===== src/rtl/ipx_pkg.sv =====
package ipx_pkg;

  typedef enum logic [1:0] {
    DIR_ACROSS = 2'd0,
    DIR_DOWN   = 2'd1,
    DIR_RISE   = 2'd2,
    DIR_FALL   = 2'd3
  } ipx_dir_e;

  // Row offset of step t (0..Q-1) along direction d, h = half window.
  function automatic int step_dy(int d, int t, int h);
    case (ipx_dir_e'(d))
      DIR_ACROSS: return 0;
      DIR_DOWN:   return t - h;
      DIR_RISE:   return h - t;
      default:    return t - h;
    endcase
  endfunction

  // Column offset of step t along direction d.
  function automatic int step_dx(int d, int t, int h);
    case (ipx_dir_e'(d))
      DIR_ACROSS: return t - h;
      DIR_DOWN:   return 0;
      default:    return t - h;
    endcase
  endfunction

endpackage


===== src/rtl/ipx_window.sv =====
module ipx_window #(
  parameter int PW  = 5,
  parameter int DIM = 16,
  parameter int Q   = 7
) (
  input  logic                  clk,
  input  logic                  rst_n,
  input  logic                  beat,
  input  logic [PW-1:0]         pix,
  output logic [4*Q*PW-1:0]     lines
);
  import ipx_pkg::*;

  localparam int H     = (Q - 1) / 2;
  localparam int DEPTH = (Q - 1) * DIM + Q;

  // Chain of Q-1 full image lines plus Q pixels; entry 0 is the newest.
  logic [PW-1:0] chain_q [DEPTH];

  always_ff @(posedge clk or negedge rst_n) begin
    if (!rst_n) begin
      for (int i = 0; i < DEPTH; i++) chain_q[i] <= '0;
    end else if (beat) begin
      chain_q[0] <= pix;
      for (int i = 1; i < DEPTH; i++) chain_q[i] <= chain_q[i-1];
    end
  end

  // Pixel at (dy, dx) from the centre sits (h-dy) lines and (h-dx) pixels back.
  for (genvar d = 0; d < 4; d++) begin : g_dir
    for (genvar t = 0; t < Q; t++) begin : g_tap
      localparam int DY = step_dy(d, t, H);
      localparam int DX = step_dx(d, t, H);
      assign lines[(d*Q + t)*PW +: PW] = chain_q[(H - DY)*DIM + (H - DX)];
    end
  end

endmodule


===== src/rtl/ipx_dirsum.sv =====
module ipx_dirsum #(
  parameter int PW = 5,
  parameter int Q  = 7,
  parameter int SW = 8
) (
  input  logic [Q*PW-1:0] line,
  output logic [SW-1:0]   sum
);
  logic [SW-1:0] acc;
  logic [PW-1:0] pa, pb;

  always_comb begin
    acc = '0;
    pa  = '0;
    pb  = '0;
    for (int t = 0; t < Q - 1; t++) begin
      pa  = line[t*PW +: PW];
      pb  = line[(t+1)*PW +: PW];
      acc = acc + SW'((pa > pb) ? (pa - pb) : (pb - pa));
    end
  end

  assign sum = acc;

endmodule


===== src/rtl/ipx_min4.sv =====
module ipx_min4 #(
  parameter int SW = 8
) (
  input  logic [4*SW-1:0] sums,
  output logic [SW-1:0]   minv
);
  logic [SW-1:0] s0, s1, s2, s3, m01, m23;

  assign s0  = sums[0*SW +: SW];
  assign s1  = sums[1*SW +: SW];
  assign s2  = sums[2*SW +: SW];
  assign s3  = sums[3*SW +: SW];
  assign m01 = (s1 < s0) ? s1 : s0;
  assign m23 = (s3 < s2) ? s3 : s2;
  assign minv = (m23 < m01) ? m23 : m01;

endmodule


===== src/rtl/ipx_strip_track.sv =====
module ipx_strip_track #(
  parameter int LOG2_DIM = 4,
  parameter int LOG2_N   = 2,
  parameter int SW       = 8
) (
  input  logic                  clk,
  input  logic                  rst_n,
  input  logic                  stg_vld,
  input  logic                  stg_sof,
  input  logic                  stg_last,
  input  logic                  stg_cval,
  input  logic [2*LOG2_DIM-1:0] ctr,
  input  logic [SW-1:0]         score,
  input  logic                  rd_bank,
  input  logic [LOG2_N-1:0]     rd_idx,
  output logic [2*LOG2_DIM-1:0] rd_addr,
  output logic                  fill_bank,
  output logic                  done,
  output logic [SW-1:0]         run_max,
  output logic                  clr_evt
);
  localparam int AW  = 2 * LOG2_DIM;
  localparam int N   = 1 << LOG2_N;
  localparam int SLB = AW - LOG2_N;  // address bits inside one strip

  logic [SW-1:0]     max_q, nxt_max;
  logic [AW-1:0]     ck_q, nxt_ck;
  logic [AW-1:0]     bank_q [2][N];
  logic              take, strip_end, commit;
  logic [LOG2_N-1:0] cidx;

  assign take      = score > max_q;
  assign nxt_max   = take ? score : max_q;
  assign nxt_ck    = take ? ctr : ck_q;
  assign strip_end = stg_cval && (&ctr[SLB-1:0]) && (ctr[AW-1:SLB] != LOG2_N'(N - 1));
  assign commit    = stg_vld && !stg_sof && (strip_end || stg_last);
  assign cidx      = stg_last ? LOG2_N'(N - 1) : ctr[AW-1:SLB];
  assign clr_evt   = stg_vld && (stg_sof || commit);

  always_ff @(posedge clk or negedge rst_n) begin
    if (!rst_n) begin
      max_q     <= '0;
      ck_q      <= '0;
      fill_bank <= 1'b0;
      done      <= 1'b0;
      for (int b = 0; b < 2; b++)
        for (int k = 0; k < N; k++) bank_q[b][k] <= '0;
    end else begin
      done <= stg_vld && stg_last;
      if (stg_vld) begin
        if (stg_sof) begin
          max_q <= '0;
          ck_q  <= '0;
        end else if (commit) begin
          bank_q[fill_bank][cidx] <= nxt_ck;
          max_q <= '0;
          ck_q  <= '0;
        end else begin
          max_q <= nxt_max;
          ck_q  <= nxt_ck;
        end
        if (stg_last) fill_bank <= ~fill_bank;
      end
    end
  end

  assign rd_addr = bank_q[rd_bank][rd_idx];
  assign run_max = max_q;

endmodule


===== src/rtl/interest_point_extractor.sv =====
module interest_point_extractor #(
  parameter int PIX_W    = 5,
  parameter int LOG2_DIM = 4,
  parameter int Q        = 7,
  parameter int LOG2_N   = 2
) (
  input  logic                  clk,
  input  logic                  rst_n,
  input  logic                  px_valid,
  output logic                  px_ready,
  input  logic [PIX_W-1:0]      px_data,
  input  logic                  px_sof,
  input  logic                  rd_bank,
  input  logic [LOG2_N-1:0]     rd_idx,
  output logic [2*LOG2_DIM-1:0] rd_addr,
  output logic                  fill_bank,
  output logic                  frame_done
);
  localparam int DIM  = 1 << LOG2_DIM;
  localparam int AW   = 2 * LOG2_DIM;
  localparam int H    = (Q - 1) / 2;
  localparam int OFF  = H * DIM + H;
  localparam int LAST = DIM * DIM - 1;
  localparam int SW   = PIX_W + $clog2(Q);

  logic              beat;
  logic [AW-1:0]     addr_q, cur_addr;
  logic              stg_vld, stg_sof, stg_last;
  logic [AW-1:0]     stg_addr, ctr;
  logic              stg_cval, interior;
  logic [LOG2_DIM-1:0] cx, cy;
  logic [4*Q*PIX_W-1:0] lines;
  logic [4*SW-1:0]   sums;
  logic [SW-1:0]     minv, score;
  logic [SW-1:0]     run_max;
  logic              clr_evt;

  assign px_ready = 1'b1;
  assign beat     = px_valid;
  assign cur_addr = px_sof ? '0 : addr_q;

  always_ff @(posedge clk or negedge rst_n) begin
    if (!rst_n) begin
      addr_q   <= '0;
      stg_vld  <= 1'b0;
      stg_sof  <= 1'b0;
      stg_last <= 1'b0;
      stg_addr <= '0;
    end else begin
      stg_vld <= beat;
      if (beat) begin
        addr_q   <= cur_addr + AW'(1);
        stg_addr <= cur_addr;
        stg_sof  <= px_sof;
        stg_last <= (cur_addr == AW'(LAST));
      end
    end
  end

  ipx_window #(.PW(PIX_W), .DIM(DIM), .Q(Q)) u_win (
    .clk   (clk),
    .rst_n (rst_n),
    .beat  (beat),
    .pix   (px_data),
    .lines (lines)
  );

  for (genvar d = 0; d < 4; d++) begin : g_sum
    ipx_dirsum #(.PW(PIX_W), .Q(Q), .SW(SW)) u_sum (
      .line (lines[d*Q*PIX_W +: Q*PIX_W]),
      .sum  (sums[d*SW +: SW])
    );
  end

  ipx_min4 #(.SW(SW)) u_min (
    .sums (sums),
    .minv (minv)
  );

  // Centre of the window lags the newest pixel by h lines and h pixels.
  assign ctr      = stg_addr - AW'(OFF);
  assign stg_cval = stg_addr >= AW'(OFF);
  assign cx       = ctr[LOG2_DIM-1:0];
  assign cy       = ctr[AW-1:LOG2_DIM];
  assign interior = stg_cval
                 && (cx >= LOG2_DIM'(H)) && (cx <= LOG2_DIM'(DIM - 1 - H))
                 && (cy >= LOG2_DIM'(H)) && (cy <= LOG2_DIM'(DIM - 1 - H));
  assign score    = interior ? minv : '0;

  ipx_strip_track #(.LOG2_DIM(LOG2_DIM), .LOG2_N(LOG2_N), .SW(SW)) u_trk (
    .clk       (clk),
    .rst_n     (rst_n),
    .stg_vld   (stg_vld),
    .stg_sof   (stg_sof),
    .stg_last  (stg_last),
    .stg_cval  (stg_cval),
    .ctr       (ctr),
    .score     (score),
    .rd_bank   (rd_bank),
    .rd_idx    (rd_idx),
    .rd_addr   (rd_addr),
    .fill_bank (fill_bank),
    .done      (frame_done),
    .run_max   (run_max),
    .clr_evt   (clr_evt)
  );

endmodule


===== config.mk =====
export PLATFORM = sky130hd
export DESIGN_NAME = interest_point_extractor
export DESIGN_NICKNAME = d
export VERILOG_FILES = /design/src/rtl/ipx_pkg.sv /design/src/rtl/ipx_window.sv /design/src/rtl/ipx_dirsum.sv /design/src/rtl/ipx_min4.sv /design/src/rtl/ipx_strip_track.sv /design/src/rtl/interest_point_extractor.sv
export SDC_FILE = /design/constraint.sdc
export NUM_CORES = 1
export LEC_CHECK = 0
export ABC_AREA = 0
export BUFFER_PORTS_ARGS = -buffer_cell sky130_fd_sc_hd__buf_4
export CORE_AREA = 2 2 269 271
export CTS_CLUSTER_SIZE = 28
export DETAILED_ROUTE_END_ITERATION = 8
export DIE_AREA = 0 0 271 273
export PLACE_DENSITY_LB_ADDON = 0.12
export SYNTH_ARGS = -nofsm -noshare
export SYNTH_HDL_FRONTEND = slang
export SYNTH_HIERARCHICAL = 1
export SYNTH_SLANG_ARGS = --single-unit
export TNS_END_PERCENT = 50

===== constraint.sdc =====
create_clock -name clk -period 13 [get_ports clk]
set_input_delay 2.6 -clock clk [delete_from_list [all_inputs] [get_ports clk]]
set_output_delay 2.6 -clock clk [all_outputs]
set_load 0.05 [all_outputs]

# == After elaboration in Yosys (flattened, before gate mapping) ==
# Index checks and enable logic that the tools add are counted.
# totals
reg_bits,616
input_bits,12
output_inout_bits,11
wordCells,302
# classes
addsub,70
magnitude_cmp,39
eq_ne,2
muxes,47
n_bitwise,6
n_reduce_logical,18
# op_table
cell,n
two-way mux 8 bit,38
subtractor 5 x 5 -> 6 bit,48
adder 8 bit,20
two-way mux 32 bit,4
greater-than comparator 5 bit,24
bitwise mux 64 bit,1
demux 32 bit (select 1 bit),1
less-than comparator 8 bit,3
binary-select mux 8 bit (select 2 bit),1
demux 8 bit (select 2 bit),1
logical AND 1 bit,11
"adder 8 x 1 -> 8 bit, second input constant",1
"equality test 8 bit, second input constant",1
">= comparator 4 x 2 -> 1 bit, second input constant",2
">= comparator 8 x 6 -> 1 bit, second input constant",1
greater-than comparator 8 bit,1
"<= comparator 4 bit, second input constant",2
"subtractor 8 x 6 -> 8 bit, second input constant",1
">= comparator 3 bit, second input constant",2
inverter 2 -> 3 bit,2
AND reduction 6 bit,1
">= comparator 2 bit, second input constant",2
inverter 1 -> 2 bit,2
AND reduction 2 bit,2
9 further kinds,10

# == Logic depth before layout (Yosys ltp) ==
# depth
word_depth,16
mapped_depth,48
depth_no_buf,45

# == By module ==
# Netlist, hierarchy kept.
# by_module_without_submodules
module,instances,cells_per_inst,area_each_um2,seq_area_each_um2
ipx_window,1,1227,20269.4,12887.4
ipx_dirsum (g_sum[0].u_sum ...),2,353,3123.0,0.0
ipx_strip_track,1,351,3960.0,2052.0
ipx_dirsum (g_sum[3].u_sum),1,353,3134.3,0.0
ipx_dirsum (g_sum[2].u_sum),1,353,3124.2,0.0
interest_point_extractor,1,150,1262.5,475.5
ipx_min4,1,98,820.8,0.0

# == Worst setup path before layout ==
# No wires, ideal clock.
# synth_path
path_type,register -> register
start,"register u_win.chain_q, in the netlist u_win/lines[15]"
end,register u_trk/bank_q[0] (netlist bit)
setup_ns,0.149
arrival_ns,9.160
required_ns,12.851
slack_ns,3.691
path_stages_with_launch,44
n_path_buf,2
synth_period_minus_slack_ns,9.309
path_cell_list,dfrtp_1 buf_4 inv_1 ha_1 inv_1 fa_1 a21o_1 a211o_1 o211ai_2 mux2i_1 xnor2_1 fa_1 inv_1 fa_1 fa_1 inv_1 ha_1 fa_1 [... 8 more ...] mux2i_1 ha_1 a21oi_1 nor2b_1 o21ai_0 o21ai_0 nor2_1 o31a_2 buf_6 mux2i_1 inv_1 nor3_1 ha_1 nor2b_1 o211ai_1 a21oi_2 nor3_1 o41ai_1
# synth_between
elab_chain_cells,14
elab_cells_between_ends,58
cone_classes,add/sub (32); order compare (12); mux (14)
# synth_rtl
item,line_no,text
from (decl),ipx_window.sv:18,logic [PW-1:0] chain_q [DEPTH];
subtractor 5 x 5 -> 6 bit / greater-than comparator 5 bit (equally long branches),ipx_dirsum.sv:19,acc = acc + SW'((pa > pb) ? (pa - pb) : (pb - pa));
two-way mux 8 bit,ipx_dirsum.sv:19,
adder 8 bit,ipx_dirsum.sv:19,
adder 8 bit * (3 in series),ipx_dirsum.sv:19,
named net sums[6],interest_point_extractor.sv:33,logic [4*SW-1:0] sums;
less-than comparator 8 bit,ipx_min4.sv:13,assign m01 = (s1 < s0) ? s1 : s0;
two-way mux 8 bit *,ipx_min4.sv:13,
less-than comparator 8 bit,ipx_min4.sv:15,assign minv = (m23 < m01) ? m23 : m01;
two-way mux 8 bit *,ipx_min4.sv:15,
named net minv[1],interest_point_extractor.sv:34,"logic [SW-1:0] minv, score;"
two-way mux 8 bit *,interest_point_extractor.sv:88,assign score = interior ? minv : '0;
named net score[1],interest_point_extractor.sv:34,
greater-than comparator 8 bit *,ipx_strip_track.sv:32,assign take = score > max_q;
two-way mux 8 bit *,ipx_strip_track.sv:34,assign nxt_ck = take ? ctr : ck_q;
bitwise mux 64 bit *,ipx_strip_track.sv:55,bank_q[fill_bank][cidx] <= nxt_ck;
"to (signal, indexed assignment)",ipx_strip_track.sv:55,
to (decl),ipx_strip_track.sv:28,logic [AW-1:0] bank_q [2][N];
# Mark *: on every way through the listed nets, which the timed path passes. The rest lies on a longest branch.
# A chain may end at the register's enable or synchronous reset.

# == Worst setup path after layout ==
# layout_path
start,"register u_win.chain_q, in the netlist u_win/lines[15]"
end,register u_trk/bank_q[58] (netlist bit)
# layout_between
elab_chain_cells,14
elab_cells_between_ends,58
cone_classes,add/sub (32); order compare (12); mux (14)
# layout_rtl
item,line_no,text
subtractor 5 x 5 -> 6 bit / greater-than comparator 5 bit (equally long branches),ipx_dirsum.sv:19,
two-way mux 8 bit,ipx_dirsum.sv:19,
adder 8 bit,ipx_dirsum.sv:19,
adder 8 bit * (3 in series),ipx_dirsum.sv:19,
named net sums[23],interest_point_extractor.sv:33,
less-than comparator 8 bit,ipx_min4.sv:14,assign m23 = (s3 < s2) ? s3 : s2;
two-way mux 8 bit *,ipx_min4.sv:14,
less-than comparator 8 bit,ipx_min4.sv:15,
two-way mux 8 bit *,ipx_min4.sv:15,
named net minv[7],interest_point_extractor.sv:34,
two-way mux 8 bit *,interest_point_extractor.sv:88,
named net score[7],interest_point_extractor.sv:34,
greater-than comparator 8 bit *,ipx_strip_track.sv:32,
two-way mux 8 bit *,ipx_strip_track.sv:34,
bitwise mux 64 bit *,ipx_strip_track.sv:55,
# Marked as above.

==> flow_metrics.py <==
metrics = {
    "outcome": {
        "status": "finished clean",
    },
    "hold_path": {
        "worst_hold_path.endpoint": "u_trk/bank_q[45]$_DFFE_PN0P_",
        "hold_class": "flop to flop",
        "worstHoldPathCells": 2,
        "hold_start": "u_trk/bank_q[45]$_DFFE_PN0P_",
    },
    "sta": {
        "hold_viol": 0,
        "fmax_mhz": 91.9,
        "slew_headroom_pct": 29.9,
        "fin_ws_ns": 2.12,
        "setup_viol": 0,
        "rsz0062_at_grt": "no",
        "tns_ns": 0,
        "fin_skew_ns": 0.0341,
        "period_share_pct": 83.7,
        "drv_slew": 0,
        "tightest_slew_ns": 1.05,
        "min_period_ns": 10.88,
    },
    "cells_and_area": {
        "fin_cells": 4112,
        "fin_nets": 3570,
        "synthToLayoutAreaGrowth_pct": 5.11,
        "drive_gt1_share_pct": 23.9,
        "fin_util_pct": 57.5,
        "antenna_cells": 0,
    },
    "die": {
        "num_rows": 98,
        "die_area_um2": 74000,
        "die_w_um": 271,
        "io-pin-count": 23,
        "fp.dieH_um": 273,
        "core_um2": 71000,
        "start_util_pct": 54.7,
    },
    "drt": {
        "drt_iter0_drc": 1384,
        "drt_first_pass_iters": 5,
        "via_per_inst": 5.54,
        "wl_um": 78600,
        "drc": 0,
        "num_vias": 22800,
        "antenna_left": 0,
        "wire_per_inst_um": 19.1,
    },
    "critical_path": {
        "required_ns": 13.44,
        "r2r_slack_ns": 2.12,
        "cp_top_family": "adder cells",
        "cp-end-kind": "flop",
        "critPathBufInv": 6,
        "reg2reg_depth": 40,
        "cp_max_fo": 14,
        "cpMostUsedCell": "inv_1",
        "start_kind": "flop",
        "r2r_start": "u_win/lines[15]$_DFFE_PN0P_",
        "startpoint": "u_win/lines[15]$_DFFE_PN0P_",
        "timing.rr.end": "u_trk/bank_q[58]$_DFFE_PN0P_",
        "cpPeakStageDelay_ns": 0.84,
        "critPathKind": "flop to flop",
        "slowest_stage": "nor3_1",
        "worstPathArrival_ns": 11.33,
    },
    "yosys": {
        "ys.warnings.count": 6,
        "syn-instance-count": 3237,
        "syn_nets": 3694,
        "avgSynthCellArea_um2": 12.0,
        "netlist_area_um2": 38800,
    },
    "clock_network": {
        "clk_pin_slew_worst_paths_ns": 0.06,
        "numCtsBuffers": 68,
        "cts.repair.resized": 0,
        "cts_setup_buffers": 0,
        "cts-hold-fix-buffers": 0,
        "h-tree-depth": 3,
        "clock_latency_ns": 0.61,
        "tritoncts": "yes",
        "clock_path_buffers": 3,
        "clock-root-buffer": "clkbuf_16",
        "cts.sink_count": 616,
    },
    "placed_design": {
        "dp_slack_ns": 2.18,
        "dp.cells": 3993,
        "gp_congestion": 0.899,
        "place_hpwl_um": 58300,
        "portBuffers": 21,
    },
    "grt": {
        "overflow": 0,
        "grt_max_degree": 188,
        "antenna_found_initial": 0,
        "grt.total_usage_pct": 21.8,
        "grt_pass1_wl_um": 130000,
        "grt_pass1_vias": 24300,
    },
    "job": {
        "cap_violations": 0,
    },
}
## worst max-delay path by stage
stage / end / slack, ns / cells after the start
final: u_trk/bank_q[58]$_DFFE_PN0P_ / 2.12 / 40
after global routing: u_trk/bank_q[2]$_DFFE_PN0P_ / 1.26 / 40
after CTS: u_trk/bank_q[58]$_DFFE_PN0P_ / 2.17 / 38
after detailed placement: u_trk/bank_q[2]$_DFFE_PN0P_ / 2.18 / 40
after global placement: u_trk/bank_q[32]$_DFFE_PN0P_ / 2.45 / 38
after floorplan: u_trk/bank_q[0]$_DFFE_PN0P_ / 3.69 / 43
## area by class of cell
type                    instances  area [µm²]
fillers                      5930       30200
multi-input cells            1991       20100
flip-flops and latches        616       15400
clock buffers                  95        1940
inverters                     402        1510
well taps                     950        1190
clock inverters                24         324
repair buffers                 34         295
## metal layers
layer  routed length, µm  vias to the layer above  global-route usage, %
met3                2330                      114                   2.79
li1                    -                    10800                      -
met5                   0                        -                      0
met1               36400                    11500                   29.6
met4                1850                        0                   6.08
met2               38000                      345                   36.9
## worst register-to-register path: cells and delay by family (launching register included)
family | cells | cell delay, ns
adders and majority gates | 9 | 3.48
AOI/OAI and AO/OA | 16 | 3.32
xor gates and xnor gates | 2 | 0.34
DFF | 1 | 0.78
and+or+nand+nor | 4 | 1.48
buffers and inverters | 6 | 0.44
muxes | 3 | 0.91
## metrics by stage
step | hold slack [ns] | instance area, µm²
2_1_floorplan | 0.438 | 38800
3_3_place_gp | 0.454 | 38500
3_5_place_dp | 0.465 | 38500
4_1_cts | 0.477 | 40800
5_1_grt | 0.498 | 40800
6_report | 0.473 | 40800
## flip-flops by register name, indices dropped and copies added, names as in the netlist
register         count
u_trk/fill_bank      1
u_trk/run_max        8
stg_addr             8
u_win/lines        125
u_trk/ck_q           8
stg_vld              1
u_win/chain_q      390
addr_q               8
u_trk/bank_q        64
stg_sof              1
stg_last             1
u_trk/done           1
## layout by cell type, fill, tap and decap left out, types with 42 or more instances in the layout
cell type	count
ha_1	297
dfrtp_1	616
mux2i_1	96
a21oi_1	145
a21o_1	83
clkbuf_16	69
fa_1	148
inv_1	402
nand2_1	122
nor2_1	42
mux2_2	550
xnor2_1	76
o21bai_1	52
Power is left out: the tool's default activity adds up to more than one toggle a clock period on the data nets, which glitch-free logic cannot reach.
